$ cat src/rtl/dir_pkg.sv
package dir_pkg;
  typedef enum logic [1:0] {
    D_INV = 2'd0,
    D_SHR = 2'd1,
    D_EXC = 2'd2
  } dir_state_e;

  localparam logic [1:0] MSG_INV   = 2'd1;
  localparam logic [1:0] MSG_FETCH = 2'd2;
  localparam logic [1:0] MSG_FINV  = 2'd3;

  localparam logic [1:0] RSP_DATA  = 2'd1;
  localparam logic [1:0] RSP_OWNED = 2'd2;
endpackage

$ cat src/rtl/dir_table.sv
module dir_table
  import dir_pkg::*;
#(
  parameter int ADDR_W = 4,
  parameter int NODES  = 8,
  parameter int NODE_W = $clog2(NODES)
) (
  input  logic              clk,
  input  logic              rst,
  input  logic [ADDR_W-1:0] rd_addr,
  output dir_state_e        rd_state,
  output logic [NODES-1:0]  rd_sharers,
  output logic [NODE_W-1:0] rd_owner,
  input  logic              wr_en,
  input  logic [ADDR_W-1:0] wr_addr,
  input  dir_state_e        wr_state,
  input  logic [NODES-1:0]  wr_sharers,
  input  logic [NODE_W-1:0] wr_owner
);
  localparam int DEPTH = 1 << ADDR_W;
  localparam int ENT_W = 2 + NODES + NODE_W;

  logic [ENT_W-1:0] ram [DEPTH];
  logic [ENT_W-1:0] rd_q;
  logic [DEPTH-1:0] vld;
  logic             rd_v;

  // record storage: no reset so it maps onto block RAM
  always_ff @(posedge clk) begin
    if (wr_en) ram[wr_addr] <= {wr_state, wr_sharers, wr_owner};
    rd_q <= ram[rd_addr];
  end

  // per-entry written flags give a one-cycle reset of the whole table
  always_ff @(posedge clk) begin
    if (rst) begin
      vld  <= '0;
      rd_v <= 1'b0;
    end else begin
      if (wr_en) vld[wr_addr] <= 1'b1;
      rd_v <= vld[rd_addr];
    end
  end

  assign rd_state   = rd_v ? dir_state_e'(rd_q[ENT_W-1 -: 2]) : D_INV;
  assign rd_sharers = rd_q[NODE_W +: NODES];
  assign rd_owner   = rd_q[NODE_W-1:0];
endmodule

$ cat src/rtl/blk_mem.sv
module blk_mem #(
  parameter int          ADDR_W    = 4,
  parameter int          DATA_W    = 32,
  parameter logic [31:0] INIT_BASE = 32'h1000_0000
) (
  input  logic              clk,
  input  logic [ADDR_W-1:0] rd_addr,
  output logic [DATA_W-1:0] rd_data,
  input  logic              wr_en,
  input  logic [ADDR_W-1:0] wr_addr,
  input  logic [DATA_W-1:0] wr_data
);
  localparam int DEPTH = 1 << ADDR_W;

  logic [DATA_W-1:0] mem [DEPTH];

  initial begin
    for (int k = 0; k < DEPTH; k++) mem[k] = DATA_W'(INIT_BASE + 32'(k));
  end

  always_ff @(posedge clk) begin
    if (wr_en) mem[wr_addr] <= wr_data;
    rd_data <= mem[rd_addr];
  end
endmodule

$ cat src/rtl/inv_walker.sv
module inv_walker #(
  parameter int NODES  = 8,
  parameter int NODE_W = $clog2(NODES)
) (
  input  logic              clk,
  input  logic              rst,
  input  logic              load,
  input  logic [NODES-1:0]  load_vec,
  input  logic [1:0]        load_kind,
  output logic              msg_valid,
  output logic [1:0]        msg_kind,
  output logic [NODE_W-1:0] msg_node,
  output logic              busy
);
  logic [NODES-1:0]  vec_q;
  logic [NODE_W-1:0] low_idx;
  logic              found;

  // lowest pending target goes first
  always_comb begin
    low_idx = '0;
    found   = 1'b0;
    for (int i = 0; i < NODES; i++) begin
      if (vec_q[i] && !found) begin
        low_idx = NODE_W'(i);
        found   = 1'b1;
      end
    end
  end

  always_ff @(posedge clk) begin
    if (rst) begin
      vec_q     <= '0;
      msg_valid <= 1'b0;
      msg_kind  <= '0;
      msg_node  <= '0;
    end else if (load) begin
      vec_q     <= load_vec;
      msg_kind  <= load_kind;
      msg_valid <= 1'b0;
    end else if (found) begin
      msg_valid       <= 1'b1;
      msg_node        <= low_idx;
      vec_q[low_idx]  <= 1'b0;
    end else begin
      msg_valid <= 1'b0;
    end
  end

  assign busy = |vec_q;
endmodule

$ cat src/rtl/dir_home_ctrl.sv
module dir_home_ctrl
  import dir_pkg::*;
#(
  parameter int          NODES     = 8,
  parameter int          NODE_W    = $clog2(NODES),
  parameter int          ADDR_W    = 4,
  parameter int          DATA_W    = 32,
  parameter logic [31:0] INIT_BASE = 32'h1000_0000
) (
  input  logic              clk,
  input  logic              rst,
  input  logic              req_valid,
  input  logic              req_write,
  input  logic [NODE_W-1:0] req_node,
  input  logic [ADDR_W-1:0] req_addr,
  input  logic              ack_valid,
  input  logic [DATA_W-1:0] ack_data,
  output logic              rsp_valid,
  output logic [1:0]        rsp_kind,
  output logic [NODE_W-1:0] rsp_node,
  output logic [DATA_W-1:0] rsp_data,
  output logic              msg_valid,
  output logic [1:0]        msg_kind,
  output logic [NODE_W-1:0] msg_node,
  output logic [ADDR_W-1:0] msg_addr,
  output logic              nack_valid,
  output logic [NODE_W-1:0] nack_node
);
  localparam int PEND_W = $clog2(NODES + 1);

  typedef enum logic [1:0] {S_IDLE, S_LOOK, S_SEND} eng_e;

  eng_e              st;
  logic              cur_write, cur_fetch;
  logic [NODE_W-1:0] cur_node, cur_owner;
  logic [ADDR_W-1:0] cur_addr;
  logic [DATA_W-1:0] held_data;
  logic [PEND_W-1:0] pend;

  dir_state_e        rd_state, dir_wst;
  logic [NODES-1:0]  rd_sharers, dir_wsh;
  logic [NODE_W-1:0] rd_owner, dir_wown;
  logic              dir_we;
  logic [DATA_W-1:0] mem_rd;
  logic              mem_we;

  logic              wk_load, wk_busy;
  logic [NODES-1:0]  wk_vec;
  logic [1:0]        wk_kind;
  logic              finish, owned, go_send;
  logic [PEND_W-1:0] pend_init;
  logic [NODES-1:0]  req_oh, others;
  logic              eng_busy, in_send;

  assign eng_busy = (st != S_IDLE);
  assign in_send  = (st == S_SEND);
  assign req_oh   = NODES'(1) << cur_node;
  assign others   = rd_sharers & ~req_oh;
  assign mem_we   = in_send && ack_valid && cur_fetch && (pend != '0);

  dir_table #(.ADDR_W(ADDR_W), .NODES(NODES), .NODE_W(NODE_W)) u_tab (
    .clk(clk), .rst(rst), .rd_addr(req_addr),
    .rd_state(rd_state), .rd_sharers(rd_sharers), .rd_owner(rd_owner),
    .wr_en(dir_we), .wr_addr(cur_addr),
    .wr_state(dir_wst), .wr_sharers(dir_wsh), .wr_owner(dir_wown)
  );

  blk_mem #(.ADDR_W(ADDR_W), .DATA_W(DATA_W), .INIT_BASE(INIT_BASE)) u_mem (
    .clk(clk), .rd_addr(req_addr), .rd_data(mem_rd),
    .wr_en(mem_we), .wr_addr(cur_addr), .wr_data(ack_data)
  );

  inv_walker #(.NODES(NODES), .NODE_W(NODE_W)) u_walk (
    .clk(clk), .rst(rst), .load(wk_load), .load_vec(wk_vec),
    .load_kind(wk_kind), .msg_valid(msg_valid), .msg_kind(msg_kind),
    .msg_node(msg_node), .busy(wk_busy)
  );

  // decision logic: directory update, message fan-out, reply trigger
  always_comb begin
    dir_we    = 1'b0;
    dir_wst   = rd_state;
    dir_wsh   = rd_sharers;
    dir_wown  = rd_owner;
    wk_load   = 1'b0;
    wk_vec    = '0;
    wk_kind   = MSG_INV;
    finish    = 1'b0;
    owned     = 1'b0;
    go_send   = 1'b0;
    pend_init = '0;
    case (st)
      S_LOOK: begin
        if (rd_state == D_EXC && rd_owner == cur_node) begin
          owned = 1'b1;
        end else if (rd_state == D_EXC) begin
          wk_load   = 1'b1;
          wk_vec    = NODES'(1) << rd_owner;
          wk_kind   = cur_write ? MSG_FINV : MSG_FETCH;
          go_send   = 1'b1;
          pend_init = PEND_W'(1);
        end else if (!cur_write) begin
          dir_we  = 1'b1;
          dir_wst = D_SHR;
          dir_wsh = ((rd_state == D_SHR) ? rd_sharers : '0) | req_oh;
          finish  = 1'b1;
        end else if (rd_state == D_SHR && others != '0) begin
          wk_load   = 1'b1;
          wk_vec    = others;
          wk_kind   = MSG_INV;
          go_send   = 1'b1;
          pend_init = PEND_W'($countones(others));
        end else begin
          dir_we   = 1'b1;
          dir_wst  = D_EXC;
          dir_wsh  = req_oh;
          dir_wown = cur_node;
          finish   = 1'b1;
        end
      end
      S_SEND: begin
        if (pend == '0 && !wk_busy) begin
          dir_we = 1'b1;
          finish = 1'b1;
          if (!cur_write) begin
            dir_wst  = D_SHR;
            dir_wsh  = (NODES'(1) << cur_owner) | req_oh;
            dir_wown = cur_owner;
          end else begin
            dir_wst  = D_EXC;
            dir_wsh  = req_oh;
            dir_wown = cur_node;
          end
        end
      end
      default: ;
    endcase
  end

  always_ff @(posedge clk) begin
    if (rst) begin
      st         <= S_IDLE;
      cur_write  <= 1'b0;
      cur_fetch  <= 1'b0;
      cur_node   <= '0;
      cur_owner  <= '0;
      cur_addr   <= '0;
      held_data  <= '0;
      pend       <= '0;
      rsp_valid  <= 1'b0;
      rsp_kind   <= '0;
      rsp_node   <= '0;
      rsp_data   <= '0;
      nack_valid <= 1'b0;
      nack_node  <= '0;
    end else begin
      nack_valid <= req_valid && eng_busy;
      nack_node  <= req_node;
      rsp_valid  <= finish || owned;
      rsp_kind   <= owned ? RSP_OWNED : RSP_DATA;
      rsp_node   <= cur_node;
      rsp_data   <= (st == S_LOOK) ? mem_rd : held_data;
      case (st)
        S_IDLE: begin
          if (req_valid) begin
            cur_write <= req_write;
            cur_node  <= req_node;
            cur_addr  <= req_addr;
            st        <= S_LOOK;
          end
        end
        S_LOOK: begin
          held_data <= mem_rd;
          cur_owner <= rd_owner;
          cur_fetch <= (rd_state == D_EXC);
          pend      <= pend_init;
          st        <= go_send ? S_SEND : S_IDLE;
        end
        S_SEND: begin
          if (ack_valid && pend != '0) begin
            pend <= pend - PEND_W'(1);
            if (cur_fetch) held_data <= ack_data;
          end
          if (finish) st <= S_IDLE;
        end
        default: st <= S_IDLE;
      endcase
    end
  end

  assign msg_addr = cur_addr;
endmodule

$ cat config.mk
export PLATFORM = sky130hd
export DESIGN_NAME = dir_home_ctrl
export DESIGN_NICKNAME = d
export VERILOG_FILES = /design/src/rtl/dir_pkg.sv /design/src/rtl/dir_table.sv /design/src/rtl/blk_mem.sv /design/src/rtl/inv_walker.sv /design/src/rtl/dir_home_ctrl.sv
export SDC_FILE = /design/constraint.sdc
export NUM_CORES = 1
export LEC_CHECK = 0
export CORE_AREA = 4 4 244 246
export DETAILED_ROUTE_END_ITERATION = 16
export DIE_AREA = 0 0 248 250
export PLACE_DENSITY = 0.8
export RECOVER_POWER = 25
export SYNTH_ARGS = -nofsm -noshare
export SYNTH_HDL_FRONTEND = slang
export SYNTH_SLANG_ARGS = --single-unit
export TNS_END_PERCENT = 20
$ cat constraint.sdc
create_clock -name clk -period 5.4 [get_ports clk]
set_clock_uncertainty 0.1 [all_clocks]
set_input_delay 0.81 -clock clk [delete_from_list [all_inputs] [get_ports clk]]
set_output_delay 0.81 -clock clk [all_outputs]
set_load 0.01 [all_outputs]
-- Word level (Yosys, flattened, before mapping)
Memory sizes are Yosys's and may differ from the RTL's. A register that Yosys moved wholly into a read port is not among the register bits.
Cells that the tools add are included.
Widths: inputs -> output; s select.
- memories kept: 2
- output and inout port bits: 52
- ROM bits: 0
- bits of input ports: 44
- RAM bits: 720
- word-level logic and storage cells: 183
- bits in latches: 0
- register bits: 123
- $add $sub $neg: 8
- shift-type cells: 3
- divide/modulo/power cells: 0
- multiply operators: 0
- equal/unequal tests: 9
- magnitude comparators: 5
- reduce and logical (&&, ||, !) cells: 40
- multiplexer cells: 88
- bitwise gates (word level): 8
- memory list (memory ; depth ; bits a word ; rd ports ; clocked after Yosys merged registers in ; wr ports ; line ; source):
    u_mem.mem ; 16 ; 32 ; 1 ; 1 ; 1 ; blk_mem.sv:15 ; logic [DATA_W-1:0] mem [DEPTH];
    u_tab.ram ; 16 ; 13 ; 1 ; 1 ; 1 ; dir_table.sv:23 ; logic [ENT_W-1:0] ram [DEPTH];
- operators by type and width (kind ; count):
    $mux 8 ; 14
    $mux 32 ; 3
    $pmux 32 s2 ; 1
    $mux 2 ; 16
    $mux 1 ; 30
    $mux 3 ; 10
    $shl 1x3->8 const A ; 3
    $mux 4 ; 5
    $logic_and 1x1->1 ; 17
    $and 8x8->8 ; 2
    $not 8->8 ; 2
    $or 16x16->16 ; 1
    $or 8x8->8 ; 2
    $pmux 8 s2 ; 1
    $lt 4x5->1 const B ; 2
    $add 1x1->2 ; 4
    $logic_not 1->1 ; 8
    $pmux 4 s2 ; 1
    $reduce_and 2->1 ; 4
    $reduce_bool 8->1 ; 1
    $reduce_or 8->1 ; 1
    $add 2x2->3 ; 2
    $ne 2x2->1 const B ; 3
    $pmux 2 s3 ; 1
    other kinds (23) ; 27

-- Logic depth before layout (Yosys ltp)
- depth after elaboration: 30
- gate-level depth with buffers: 17
- depth with buffers taken out: 16

-- Cells and area by module
From an unflattened synthesis, not the netlist that was laid out.
- cells, all modules: 1879
- area total of the unflattened synthesis: 34236.6 µm²
- modules (own cells, without submodules) (module ; instances ; seq. area each (µm²) ; area each (µm²) ; cells each):
    blk_mem ; 1 ; 16015.4 ; 19854.0 ; 838
    dir_table ; 1 ; 6846.6 ; 9007.4 ; 422
    dir_home_ctrl ; 1 ; 1841.8 ; 4784.6 ; 552
    inv_walker ; 1 ; 280.3 ; 590.6 ; 67

-- Worst setup path before layout
Ideal clock, no wire load.
- path kind: flip-flop to flip-flop
- start: register cur_node[2]
- end: register pend[2]
- setup time: 0.128 ns
- data required time: 5.172 ns
- cell stages (with the launch flop): 17
- path buffers: 2
- period minus slack after synthesis: 4.023 ns
- data arrival time: 3.796 ns
- slack: 1.377 ns
- cells stage by stage: dfxtp_1 clkbuf_2 clkbuf_1 or3_1 nand2_1 fa_1 fa_1 fa_1 inv_1 ha_1 inv_1 fa_1 xor2_1 nor2_1 a32oi_1 o22a_1 nor2_1
- word-level cells in the longest chain between the ends: 11
- elaborated cells on any way between the ends: 19
- those cells by class: add/sub (7); eq/ne (1); shift (1); mux (5); bitwise (2); reduce/logical (3)
- ends and longest elaborated chain (what ; line ; source):
    start, declared ; dir_home_ctrl.sv:35 ; logic [NODE_W-1:0] cur_node, cur_owner;
    start signal, assigned ; dir_home_ctrl.sv:167 ; cur_node <= req_node;
    $shl 1x3->8 ; dir_home_ctrl.sv:57 ; assign req_oh = NODES'(1) << cur_node;
    $not 8->8 ; dir_home_ctrl.sv:58 ; assign others = rd_sharers & ~req_oh;
    $and 8x8->8 ; dir_home_ctrl.sv:58 ;
    $add 1x1->2 (not written as such) ; dir_home_ctrl.sv:112 ; pend_init = PEND_W'($countones(others));
    $add 2x2->3 (not written as such) ; dir_home_ctrl.sv:112 ;
    $add 3x3->4 (not written as such) ; dir_home_ctrl.sv:112 ;
    $mux 4 ; dir_home_ctrl.sv:107 ; end else if (rd_state == D_SHR && others != '0) begin
    $mux 4 ; dir_home_ctrl.sv:102 ; end else if (!cur_write) begin
    $mux 4 ; dir_home_ctrl.sv:96 ; end else if (rd_state == D_EXC) begin
    $mux 4 * ; dir_home_ctrl.sv:94 ; if (rd_state == D_EXC && rd_owner == cur_node) begin
    $pmux 4 s2 * ; dir_home_ctrl.sv:163 ; case (st)
    end signal, assigned ; dir_home_ctrl.sv:176 ; pend <= pend_init;
    end signal, assigned ; dir_home_ctrl.sv:181 ; pend <= pend - PEND_W'(1);
    end, declared ; dir_home_ctrl.sv:38 ; logic [PEND_W-1:0] pend;
Every way passes the cells marked *; elsewhere a longest branch is shown, timed or not.
A chain may end at the register's enable or synchronous reset.

-- Final worst setup path
- start: register cur_node[0]
- end: register pend[2]
The elaborated chain is that of the path after synthesis.

==> out/metrics.yaml <==
min_path:
  holdPathStages: 2
  hold_class: "flip-flop to flip-flop"
  worst_hold_path.endpoint: "u_walk.msg_node[0]"
  hp-start: "u_walk.msg_node[0]"
die:
  die_x_um: 248
  start_util: 0.593
  rows: 88
  core_area_um2: 57400
  die_area_um2: 62000
  ios: 96
  die_h_um: 250
sta:
  hold_slack_ps: 368
  tightest_slew_ps: 1250
  max_freq_ghz: 0.226
  slew_headroom: 0.169
  rsz0062_at_grt: "false"
  finalSetupViolCount: 0
  fin_setup_tns_ps: 0
  min_period_ps: 4430
  hold_violations: 0
  post-route-worst-setup-slack_ps: 971
  fin_crit_sh: 0.820
  slew_viol_final: 0
power:
  p_sw_mw: 3.16
  p_comb_frac: 0.062
  switching_share: 0.218
  pwr-share-clk: 0.414
  p_leak_nw: 12.5
  cellPowerDensity_nw_per_um2: 371
  p_int_mw: 11.3
  ir_worst_vdd_mv: 0.350
  power_frac_seq: 0.525
logic_synthesis:
  synthArstFlopShare: 0
  ys_ff_latch: 888
  ys_seq_area_frac: 0.734
  syn_inst: 1765
  synthTopCellsByArea: "edfxtp_1, mux4_2, dfxtp_1"
  synth_top_area_cell: "edfxtp_1"
  ys_warn_count: 0
  synth_top_cell_area_share: 0.636
  synthesis.nets: 1821
  avgSynthCellArea_um2: 19.3
  synth_edf_count: 720
  synth_cell_types: 71
  syn_area_um2: 34000
  synth-main-ff-cell: "edfxtp_1"
routing:
  wl_um: 81400
  via_per_inst: 6.64
  first_pass_iters: 6
  drc_errors: 0
  vias: 18200
  drt-initial-drc-count: 2294
  routedWlPerCell_um: 29.7
  ant_nets: 0
setup_path:
  crit_arrival_ps: 4820
  r2r_slack_ps: 970
  crit_type: "flip-flop to flip-flop"
  r2r-end: "pend[2]"
  reg2reg_depth: 15
  cp_max_fo: 11
  crit_path_end_kind: "flip-flop"
  critPathRequiredTime_ps: 5790
  cp-start-kind: "flip-flop"
  reg2reg_from: "cur_node[0]"
global_routing:
  grt_antenna_before_repair: 9
  grt_pass1_vias: 18600
  grt_max_degree: 85
  grt_pass1_wl_um: 122000
  grt_usage: 0.266
  grt_overflow: 0
clock_network:
  postCtsHoldBufs: 0
  clock_tree.buffer_depth: 3
  tritoncts: "done"
  insertion_delay_ps: 640
  cts_made_buffers: 85
  h-tree-depth: 3
  ctsResizeCount: 0
  clock-root-buffer: "clkbuf_16"
  postCtsSetupBuffers: 0
  cts.clk_slew.worst_paths_ps: 60
  cts_sinks: 888
placed_design:
  dpl.hpwl_um: 44500
  portBuffers: 95
  dpl_worst_slack_ps: 1040
  place_area_um2: 36100
  placed_cells: 2581
  place.gp.congestion: 0.896
finish:
  fin_cells: 2741
  n_fill_cell: 3404
  num-nets-final: 1959
  fin_area_um2: 39000
  drive_gt1_frac: 0.235
  multi_input_area_um2: 8610
  seq_area_um2: 25000
  area_delta_synth_final_pct: 14.6
flow_run:
  drv_cap: 0
status:
  outcome: "finished clean"
==> metrics by stage <==
step,total power [mW],utilization
4_1_cts,14.5,0.679
3_5_place_dp,8.61,0.630
6_report,14.5,0.679
3_3_place_gp,8.59,0.630
5_1_grt,14.9,0.679
2_1_floorplan,8.26,-
==> area by class of cell <==
class	instances	area share
sequential	888	0.641
multi-input combinational	734	0.221
clock buffer	123	0.0628
timing repair buffer	154	0.0369
tap	765	0.0246
clock inverter	36	0.00998
inverter	40	0.00385
antenna	1	0.0000642
==> metal layers <==
layer	GRT usage	vias to the layer above	share of wire
met5	0	-	0.00016
met4	0.0828	2	0.026
met2	0.422	1161	0.50
met1	0.383	9459	0.38
met3	0.0489	169	0.095
li1	-	7416	-
==> cell families (layout without fill, tap and decap cells) <==
family,Yosys count,count (layout),synth area share
and+or+nand+nor,262,262,0.0351
adders and majority gates,12,12,0.00530
buffers and inverters,143,353,0.0169
DFF,888,888,0.734
other,0,1,0
muxes,303,303,0.174
xor gates and xnor gates,4,4,0.00103
AOI/OAI and AO/OA,153,153,0.0333
==> power by group through the flow <==
stage	logic [mW]	registers (mW)	clock network, mW
floorplan	0.544	7.71	0
global placement	0.855	7.73	0
detailed placement	0.878	7.74	0
CTS	0.895	7.59	6.05
global route	0.961	7.60	6.36
finish	0.894	7.59	5.99
==> placed cells by master (no fill, tap or decap), types with 16 or more instances in the layout <==
master           netlist  final
a211oi_1              37     37
a21oi_1               21     21
buf_4                  1     57
clkbuf_1              67     22
clkbuf_16              0     87
clkdlybuf4s50_1        0     64
dfxtp_1              168    168
dlygate4sd3_1          0     26
edfxtp_1             720    720
inv_1                 40     40
mux2i_1               71     71
mux4_2               230    230
nand2_1               47     47
nand3_1               23     23
nor2_1               132    116
nor2_4                 0     16
o21ai_0               17     17
==> state kept, by name, indices dropped and copies added (netlist names), 2 cells and up <==
name and cells:
u_walk.msg_kind 2, u_tab.ram 208, pend 4, rsp_kind 2
rsp_node 3, msg_addr 4, u_tab.rd_q 13, cur_node 3
held_data 32, rsp_data 32, u_tab.vld 16, u_mem.rd_data 32
u_walk.vec_q 8, cur_owner 3, nack_node 3, u_mem.mem 512
u_walk.msg_node 3, st 2
==> how the worst max path moves through the flow <==
stage	start	slack (ps)	to	depth (start not counted)
6_report	cur_node[0]	970	pend[2]	15
5_1_grt	cur_node[0]	700	u_tab.ram[12][9]	10
4_1_cts	cur_node[0]	1010	pend[2]	15
3_5_place_dp	cur_node[0]	1040	pend[2]	15
3_3_place_gp	cur_node[0]	1050	pend[2]	15
2_1_floorplan	cur_node[2]	1380	pend[2]	16
==> synth_stat cells, types with 11 or more instances <==
master and n:
nor2_1 132, edfxtp_1 720, clkbuf_1 67, nand2_1 47, a31oi_1 11, a21oi_1 21, o22ai_1 13, a211oi_1 37
mux4_2 230, dfxtp_1 168, inv_1 40, o21ai_0 17, buf_1 17, buf_2 15, mux2i_1 71, nor2b_1 13
nand3_1 23
==> critical path: stages, from the launching register on <==
cell and delay (ps):
dfxtp_1 540, inv_1 190, or3_1 460, nand2_1 150
fa_1 490, fa_1 540, fa_1 480, inv_1 70
ha_1 170, inv_1 70, fa_1 440, xor2_1 170
nor2_1 60, a32oi_1 180, o22a_1 150, nor2_1 40
Note: power is estimated with default switching activity, not from simulation.
